**config.mk**
```make
export PLATFORM = sky130hd
export DESIGN_NAME = irq_ctrl
export DESIGN_NICKNAME = d
export VERILOG_FILES = /design/src/rtl/irqc_pkg.sv /design/src/rtl/irqc_pick.sv /design/src/rtl/irqc_state.sv /design/src/rtl/irqc_cpu_if.sv /design/src/rtl/irq_ctrl.sv
export SDC_FILE = /design/constraint.sdc
export NUM_CORES = 2
export LEC_CHECK = 0
export ABC_AREA = 0
export BUFFER_PORTS_ARGS = -buffer_cell sky130_fd_sc_hd__buf_2
export CAP_MARGIN = 25
export CELL_PAD_IN_SITES_DETAIL_PLACEMENT = 1
export CELL_PAD_IN_SITES_GLOBAL_PLACEMENT = 2
export CORE_MARGIN = 2
export CORE_UTILIZATION = 25
export CTS_CLUSTER_DIAMETER = 30
export DETAILED_ROUTE_END_ITERATION = 16
export PLACE_DENSITY_LB_ADDON = 0.1
export SYNTH_ARGS = -nofsm -noshare
export SYNTH_HDL_FRONTEND = slang
export SYNTH_SLANG_ARGS = --single-unit
```
**constraint.sdc**
```tcl
create_clock -name clk -period 101 [get_ports clk]
set_input_delay 10.1 -clock clk [delete_from_list [all_inputs] [get_ports clk]]
set_output_delay 10.1 -clock clk [all_outputs]
set_load 0.01 [all_outputs]
```
**src/rtl/irqc_pkg.sv**
```systemverilog
package irqc_pkg;

    localparam int PRIO_W = 4;
    localparam int ID_W   = 10;
    localparam int ADDR_W = 13;
    localparam logic [ID_W-1:0] NO_IRQ = 10'd1023;

    typedef enum logic [3:0] {
        RG_NONE, RG_CTRL, RG_TYPE, RG_SETEN, RG_CLREN, RG_SETPD,
        RG_CLRPD, RG_ACTV, RG_PRIO, RG_MASK, RG_ACK, RG_EOI
    } reg_e;

    typedef struct packed {
        logic              valid;
        logic [PRIO_W-1:0] prio;
        logic [ID_W-1:0]   id;
    } pick_t;

    function automatic reg_e decode_reg(input logic [ADDR_W-1:0] a);
        reg_e k;
        k = RG_NONE;
        if (a[1:0] == 2'b00) begin
            if (a[12]) begin
                case (a[11:0])
                    12'h000: k = RG_MASK;
                    12'h004: k = RG_ACK;
                    12'h008: k = RG_EOI;
                    default: k = RG_NONE;
                endcase
            end else if (a[11:0] == 12'h000) begin
                k = RG_CTRL;
            end else if (a[11:0] == 12'h004) begin
                k = RG_TYPE;
            end else if (a[11:10] == 2'b01) begin
                k = RG_PRIO;
            end else begin
                case (a[11:7])
                    5'b00010: k = RG_SETEN;
                    5'b00011: k = RG_CLREN;
                    5'b00100: k = RG_SETPD;
                    5'b00101: k = RG_CLRPD;
                    5'b00110: k = RG_ACTV;
                    default:  k = RG_NONE;
                endcase
            end
        end
        return k;
    endfunction

endpackage

```
**src/rtl/irqc_pick.sv**
```systemverilog
module irqc_pick
    import irqc_pkg::*;
#(
    parameter int NUM_IRQ = 64
) (
    input  logic [NUM_IRQ-1:0]        req,
    input  logic [NUM_IRQ*PRIO_W-1:0] prio,
    output pick_t                     best
);

    always_comb begin
        best       = '0;
        best.id    = NO_IRQ;
        for (int i = 0; i < NUM_IRQ; i++) begin
            // strict compare while scanning upward keeps the lowest ID on ties
            if (req[i] && (!best.valid || prio[i*PRIO_W +: PRIO_W] < best.prio)) begin
                best.valid = 1'b1;
                best.prio  = prio[i*PRIO_W +: PRIO_W];
                best.id    = ID_W'(i);
            end
        end
    end

endmodule

```
**src/rtl/irqc_state.sv**
```systemverilog
module irqc_state
    import irqc_pkg::*;
#(
    parameter int          NUM_IRQ   = 64,
    parameter logic [63:0] PULSE_SRC = 64'hFFFF_0000_0000_0000
) (
    input  logic                      clk,
    input  logic                      rst,
    input  logic [NUM_IRQ-1:0]        irq_in,
    input  logic                      wr_en,
    input  reg_e                      wr_kind,
    input  logic [4:0]                wr_word,
    input  logic [7:0]                wr_pword,
    input  logic [31:0]               wr_data,
    input  logic                      take_en,
    input  logic [ID_W-1:0]           take_id,
    input  logic                      eoi_en,
    input  logic [ID_W-1:0]           eoi_id,
    output logic [NUM_IRQ-1:0]        enable,
    output logic [NUM_IRQ-1:0]        pending,
    output logic [NUM_IRQ-1:0]        active,
    output logic [NUM_IRQ*PRIO_W-1:0] prio
);

    localparam logic [NUM_IRQ-1:0] ONE = NUM_IRQ'(1);

    for (genvar i = 0; i < NUM_IRQ; i++) begin : g_src
        localparam logic [4:0]      W  = 5'(i / 32);
        localparam int              B  = i % 32;
        localparam logic [7:0]      PW = 8'(i / 4);
        localparam int              PB = (i % 4) * 8 + 4;
        localparam logic [ID_W-1:0] ID = ID_W'(i);

        logic              line_hit;
        logic              bit_hit;
        logic              en_q;
        logic              pd_q;
        logic              ac_q;
        logic [PRIO_W-1:0] pr_q;

        if (PULSE_SRC[i]) begin : g_pulse
            logic prev_q;
            always_ff @(posedge clk) begin
                if (rst) prev_q <= 1'b0;
                else     prev_q <= irq_in[i];
            end
            assign line_hit = irq_in[i] & ~prev_q;
        end else begin : g_level
            assign line_hit = irq_in[i];
        end

        assign bit_hit = wr_en && (wr_word == W) && wr_data[B];

        always_ff @(posedge clk) begin
            if (rst) begin
                en_q <= 1'b0;
                pd_q <= 1'b0;
                ac_q <= 1'b0;
                pr_q <= '0;
            end else begin
                if (bit_hit && wr_kind == RG_SETEN) en_q <= 1'b1;
                if (bit_hit && wr_kind == RG_CLREN) en_q <= 1'b0;
                if (line_hit)                       pd_q <= 1'b1;
                if (bit_hit && wr_kind == RG_SETPD) pd_q <= 1'b1;
                if (bit_hit && wr_kind == RG_CLRPD) pd_q <= 1'b0;
                if (take_en && take_id == ID) begin
                    pd_q <= 1'b0;
                    ac_q <= 1'b1;
                end else if (eoi_en && eoi_id == ID) begin
                    ac_q <= 1'b0;
                end
                if (wr_en && wr_kind == RG_PRIO && wr_pword == PW)
                    pr_q <= wr_data[PB +: PRIO_W];
            end
        end

        assign enable[i]                 = en_q;
        assign pending[i]                = pd_q;
        assign active[i]                 = ac_q;
        assign prio[i*PRIO_W +: PRIO_W]  = pr_q;
    end

    AST_TAKE_MARKS: assert property (@(posedge clk) disable iff (rst)
        take_en |=> |(active & (ONE << $past(take_id))));

    AST_TAKE_UNPENDS: assert property (@(posedge clk) disable iff (rst)
        (take_en && !wr_en) |=> ($countones(active) == $past($countones(active)) + 1));

    AST_EOI_STRAY: assert property (@(posedge clk) disable iff (rst)
        (eoi_en && !take_en && !(|(active & (ONE << eoi_id)))) |=> $stable(active));

    AST_EN_STABLE: assert property (@(posedge clk) disable iff (rst)
        !(wr_en && (wr_kind == RG_SETEN || wr_kind == RG_CLREN)) |=> $stable(enable));

    AST_ACT_GROW: assert property (@(posedge clk) disable iff (rst)
        !take_en |=> ($countones(active) <= $past($countones(active))));

endmodule

```
**src/rtl/irqc_cpu_if.sv**
```systemverilog
module irqc_cpu_if
    import irqc_pkg::*;
(
    input  logic              clk,
    input  logic              rst,
    input  logic              mask_we,
    input  logic [PRIO_W-1:0] mask_wdata,
    input  logic              dist_en,
    input  pick_t             cand,
    input  logic              run_valid,
    input  logic [PRIO_W-1:0] run_prio,
    output logic [PRIO_W-1:0] mask_q,
    output logic              signal_ok,
    output logic              irq_out
);

    logic [PRIO_W:0] run_level;

    always_ff @(posedge clk) begin
        if (rst)          mask_q <= '0;
        else if (mask_we) mask_q <= mask_wdata;
    end

    // idle level sits one above the lowest priority so any priority beats it
    assign run_level = run_valid ? {1'b0, run_prio} : (PRIO_W+1)'(1 << PRIO_W);

    assign signal_ok = dist_en && cand.valid
                    && (cand.prio < mask_q)
                    && ({1'b0, cand.prio} < run_level);
    assign irq_out   = signal_ok;

    AST_MASK_HOLD: assert property (@(posedge clk) disable iff (rst)
        !mask_we |=> $stable(mask_q));

    AST_MASK_ZERO: assert property (@(posedge clk) disable iff (rst)
        (mask_q == '0) |-> !irq_out);

endmodule

```
**src/rtl/irq_ctrl.sv**
```systemverilog
module irq_ctrl
    import irqc_pkg::*;
#(
    parameter int          NUM_IRQ   = 64,
    parameter logic [63:0] PULSE_SRC = 64'hFFFF_0000_0000_0000
) (
    input  logic               clk,
    input  logic               rst,
    input  logic [NUM_IRQ-1:0] irq_in,
    input  logic               bus_wr,
    input  logic               bus_rd,
    input  logic [12:0]        bus_addr,
    input  logic [31:0]        bus_wdata,
    output logic [31:0]        bus_rdata,
    output logic               irq_out
);

    localparam int                 WORDS    = NUM_IRQ / 32;
    localparam logic [4:0]         TYPE_VAL = 5'(WORDS - 1);
    localparam logic [NUM_IRQ-1:0] ONE      = NUM_IRQ'(1);

    reg_e                      kind;
    logic [4:0]                word;
    logic [7:0]                pword;
    logic                      dist_en_q;
    logic [NUM_IRQ-1:0]        enable;
    logic [NUM_IRQ-1:0]        pending;
    logic [NUM_IRQ-1:0]        active;
    logic [NUM_IRQ*PRIO_W-1:0] prio;
    pick_t                     cand;
    pick_t                     run;
    logic [PRIO_W-1:0]         mask_q;
    logic                      signal_ok;
    logic                      take_en;
    logic                      eoi_en;
    logic [31:0]               rd_mux;

    assign kind    = decode_reg(bus_addr);
    assign word    = bus_addr[6:2];
    assign pword   = bus_addr[9:2];
    assign take_en = bus_rd && (kind == RG_ACK) && signal_ok;
    assign eoi_en  = bus_wr && (kind == RG_EOI);

    always_ff @(posedge clk) begin
        if (rst)                          dist_en_q <= 1'b0;
        else if (bus_wr && kind == RG_CTRL) dist_en_q <= bus_wdata[0];
    end

    irqc_state #(.NUM_IRQ(NUM_IRQ), .PULSE_SRC(PULSE_SRC)) u_state (
        .clk      (clk),
        .rst      (rst),
        .irq_in   (irq_in),
        .wr_en    (bus_wr),
        .wr_kind  (kind),
        .wr_word  (word),
        .wr_pword (pword),
        .wr_data  (bus_wdata),
        .take_en  (take_en),
        .take_id  (cand.id),
        .eoi_en   (eoi_en),
        .eoi_id   (bus_wdata[ID_W-1:0]),
        .enable   (enable),
        .pending  (pending),
        .active   (active),
        .prio     (prio)
    );

    irqc_pick #(.NUM_IRQ(NUM_IRQ)) u_pick_cand (
        .req  (pending & enable & ~active),
        .prio (prio),
        .best (cand)
    );

    irqc_pick #(.NUM_IRQ(NUM_IRQ)) u_pick_run (
        .req  (active),
        .prio (prio),
        .best (run)
    );

    irqc_cpu_if u_cpu (
        .clk        (clk),
        .rst        (rst),
        .mask_we    (bus_wr && kind == RG_MASK),
        .mask_wdata (bus_wdata[7:4]),
        .dist_en    (dist_en_q),
        .cand       (cand),
        .run_valid  (run.valid),
        .run_prio   (run.prio),
        .mask_q     (mask_q),
        .signal_ok  (signal_ok),
        .irq_out    (irq_out)
    );

    always_comb begin
        rd_mux = '0;
        case (kind)
            RG_CTRL: rd_mux[0]   = dist_en_q;
            RG_TYPE: rd_mux[4:0] = TYPE_VAL;
            RG_SETEN, RG_CLREN: begin
                for (int k = 0; k < WORDS; k++)
                    if (word == 5'(k)) rd_mux = enable[k*32 +: 32];
            end
            RG_SETPD, RG_CLRPD: begin
                for (int k = 0; k < WORDS; k++)
                    if (word == 5'(k)) rd_mux = pending[k*32 +: 32];
            end
            RG_ACTV: begin
                for (int k = 0; k < WORDS; k++)
                    if (word == 5'(k)) rd_mux = active[k*32 +: 32];
            end
            RG_PRIO: begin
                for (int j = 0; j < NUM_IRQ; j++)
                    if (pword == 8'(j / 4))
                        rd_mux[(j % 4) * 8 + 4 +: PRIO_W] = prio[j*PRIO_W +: PRIO_W];
            end
            RG_MASK: rd_mux[7:4] = mask_q;
            RG_ACK:  rd_mux[ID_W-1:0] = signal_ok ? cand.id : NO_IRQ;
            default: rd_mux = '0;
        endcase
    end

    always_ff @(posedge clk) begin
        if (rst)         bus_rdata <= '0;
        else if (bus_rd) bus_rdata <= rd_mux;
    end

    AST_ACK_IDLE: assert property (@(posedge clk) disable iff (rst)
        (bus_rd && kind == RG_ACK && !irq_out) |=> (bus_rdata == 32'd1023));

    AST_RUN_IS_ACTIVE: assert property (@(posedge clk) disable iff (rst)
        run.valid |-> |(active & (ONE << run.id)));

    AST_OFF_QUIET: assert property (@(posedge clk) disable iff (rst)
        !dist_en_q |-> !irq_out);

endmodule

```
==> impl_metrics.yaml <==
run_status:
  status: "finished, final reports clean"
worst_setup_path:
  worst-setup-path-type: "reg2out"
  worstSetupStartpointType: "flip-flop"
  slowest_stage: "a2111o_2"
  endpoint_kind: "primary output"
  cp_slowest_stage_delay_ns: 0.50
  critPathArrivalTime_ns: 86.27
  required_ns: 90.90
  crit_path_frequent_cell: "ha_1"
  path_max_fanout: 10
sta:
  finalClockSkew_ns: 0.05577
  hold_viol_final: 0
  hold_ws_ns: 0.4666
  fin_crit_ns: 96.37
  slew_headroom_pct: 17.39
  finalSetupViolations: 0
  final.period_utilization_pct: 95.41
  tightest_slew_ns: 1.239
  setup_tns_ns: 0
  timing.fmax_mhz: 10.38
  slew_viol_final: 0
die:
  num_io_pins: 146
  initial_utilization_pct: 25.22
  core_sq_um: 195400
  die_y_um: 448.0
  die-area_sq_um: 200700
  die_x_um: 448.0
  rows: 162
route:
  wl_um: 303100
  drc: 0
  drtAntennaViolNets: 0
  via_count: 56330
  avgRoutedWirePerCell_um: 31.13
  drt_iter0_drc: 4217
  firstDrtPassIters: 8
  via_per_inst: 5.785
cts:
  cts_tree: "yes"
  clock-sinks: 501
  cts_buffer_depth: 3
  htreeDepth: 4
  insertion_delay_ns: 0.83
  cts_root_buf: "clkbuf_16"
  cts_buffers: 160
  clkTransAtPathRegs_ns: 0.04
final_layout:
  fillers: 23530
  final_nets: 7365
  layout-drive-gt1-share_pct: 22.58
  regArea_sq_um: 10030
  multi_input_area_sq_um: 36710
  area_delta_synth_final_pct: 23.46
  final_cells: 9737
synth:
  synth-edff-count: 0
  avgSynthCellArea_sq_um: 7.419
  synthFlopType: "dfxtp_1"
  synth.largest_area_cell: "dfxtp_1"
  synth_nets: 7029
  synthArstFlopShare_pct: 0
  yosys_warnings: 0
  synth-seq-cells: 501
  synth_area_leaders: "dfxtp_1 (20%), nand2_1 (7.4%), ha_1 (6.9%)"
  ys_seq_area_share_pct: 20.35
  synth.top_cell.area_share_pct: 20.35
  syn_area_sq_um: 49290
  synth_cells: 6644
  synth_cell_type_count: 187
place:
  dp_cells: 9345
  globalplace.congestion: 0.9627
  hpwl_um: 235500
  port_buffers: 145
power_and_ir_drop:
  p_per_area_nw_per_um2: 12.15
  vdd_drop_max_mv: 0.01669
  p_leak_nw: 21.74
min_path:
  hold_path_class: "reg2reg"
grt:
  grt_pass1_vias: 56190
  grt_pass1_wl_um: 425500
  grt_overflow: 0
  grt_start_max_net_pins: 199
  antenna_found_initial: 29
  grtUsageTotal_pct: 29.21
run:
  maxCapViolCount: 0
==> worst paths after layout <==
path / from / end / slack, ns / cells past startpoint
min: bus_rdata[29] / bus_rdata[29] / 0.47 / 2
max: u_state.g_src[0].en_q / irq_out / 4.63 / 486
max reg2reg: u_state.g_src[0].en_q / u_state.g_src[2].ac_q / 13.87 / 488
min reg2reg: bus_rdata[29] / bus_rdata[29] / 0.47 / 2
==> power breakdown <==
part	total (W)	internal, W	switching, W
Clock	0.000508	0.000345	0.000163
Sequential	0.000204	0.000201	0.00000284
Combinational	0.0000273	0.00000662	0.0000206
Total	0.000739	0.000552	0.000187
==> metrics by stage <==
step	util [%]	cell area (sq um)	total power [W]	worst slack [ns]
floorplan	-	49290	0.0002183	2.305
global placement	27.19	53120	0.0002335	-3.708
detailed placement	27.25	53250	0.0002337	-4.387
CTS	30.20	59000	0.0007444	0.01728
global route	31.14	60850	0.0007551	-0.7879
finish	31.14	60850	0.0007391	4.632
==> layout make-up <==
class                      instances  share of cell area (%)
antenna                            5                 0.02056
multi-input combinational       5400                   60.33
inverter                         339                   2.091
sequential                       501                   16.48
clock inverter                    59                   1.425
tap                             2624                   5.395
clock buffer                     231                   7.610
timing repair buffer             578                   6.641
==> worst max-delay path: cells and delay by family (launching register included) <==
kind / cells / cell delay (ns)
adder cells (fa/ha/maj): 63 / 17.11
AND/OR/NAND/NOR: 154 / 22.30
multiplexers: 24 / 7.05
buffers and inverters: 44 / 4.40
flip-flops: 1 / 0.34
AO/OA/AOI/OAI: 201 / 34.26
==> layout by cell type, fill, tap and decap left out, drive strengths merged, types with 73 or more instances in the layout <==
cell type and n:
inv 344, nand3 120, nor2 510, buf 578, a31oi 140, mux2i 101, nand2 981, and3 73
o22ai 126, a21o 84, a22oi 166, o211ai 87, ha 272, mux2 90, dfxtp 501, nor3 127
a21oi 698, o21a 123, clkbuf 231, a211oi 76, nand2b 88, o21ai 405, a311oi 121
==> synth_stat cells, drive strengths merged (88+ instances only) <==
master	instances
a21oi	698
ha	272
nand3	120
mux2i	101
o22ai	126
a31oi	140
inv	339
dfxtp	501
o21a	123
a22oi	166
a311oi	121
clkbuf	317
nand2	981
nor2	510
o21ai	405
nor3	127
mux2	90
nand2b	88
==> cell families after synthesis <==
family	synth area share, %
AO/OA/AOI/OAI	37.04
adder cells (fa/ha/maj)	7.374
flip-flops	20.35
multiplexers	4.285
XOR/XNOR	0.03555
AND/OR/NAND/NOR	22.80
buffers and inverters	8.121
==> state kept, by name (all words and copies together) (netlist names) <==
signal / cells
dist_en_q: 1
u_state.g_src.pd_q: 64
u_state.g_src.g_pulse.prev_q: 16
u_state.g_src.en_q: 64
u_cpu.mask_q: 4
bus_rdata: 32
u_state.g_src.ac_q: 64
u_state.g_src.pr_q: 256
==> routing by layer <==
| layer | part of all wire (%) | vias up | GRT usage (%) |
|---|---|---|---|
| met5 | 0.019 | - | 0 |
| met4 | 5.1 | 8 | 13.54 |
| met3 | 4.6 | 474 | 3.729 |
| met2 | 47 | 1556 | 49.00 |
| met1 | 43 | 28700 | 37.03 |
| li1 | - | 25590 | - |
==> repair_timing <==
action	4_1_cts	5_1_grt
endpoints found under the setup margin	1	1
gates resized for setup	61	339
pin swaps	2	96
setup buffers	5	92
hold buffers	0	0
Note: power is estimated with default switching activity, not from simulation.
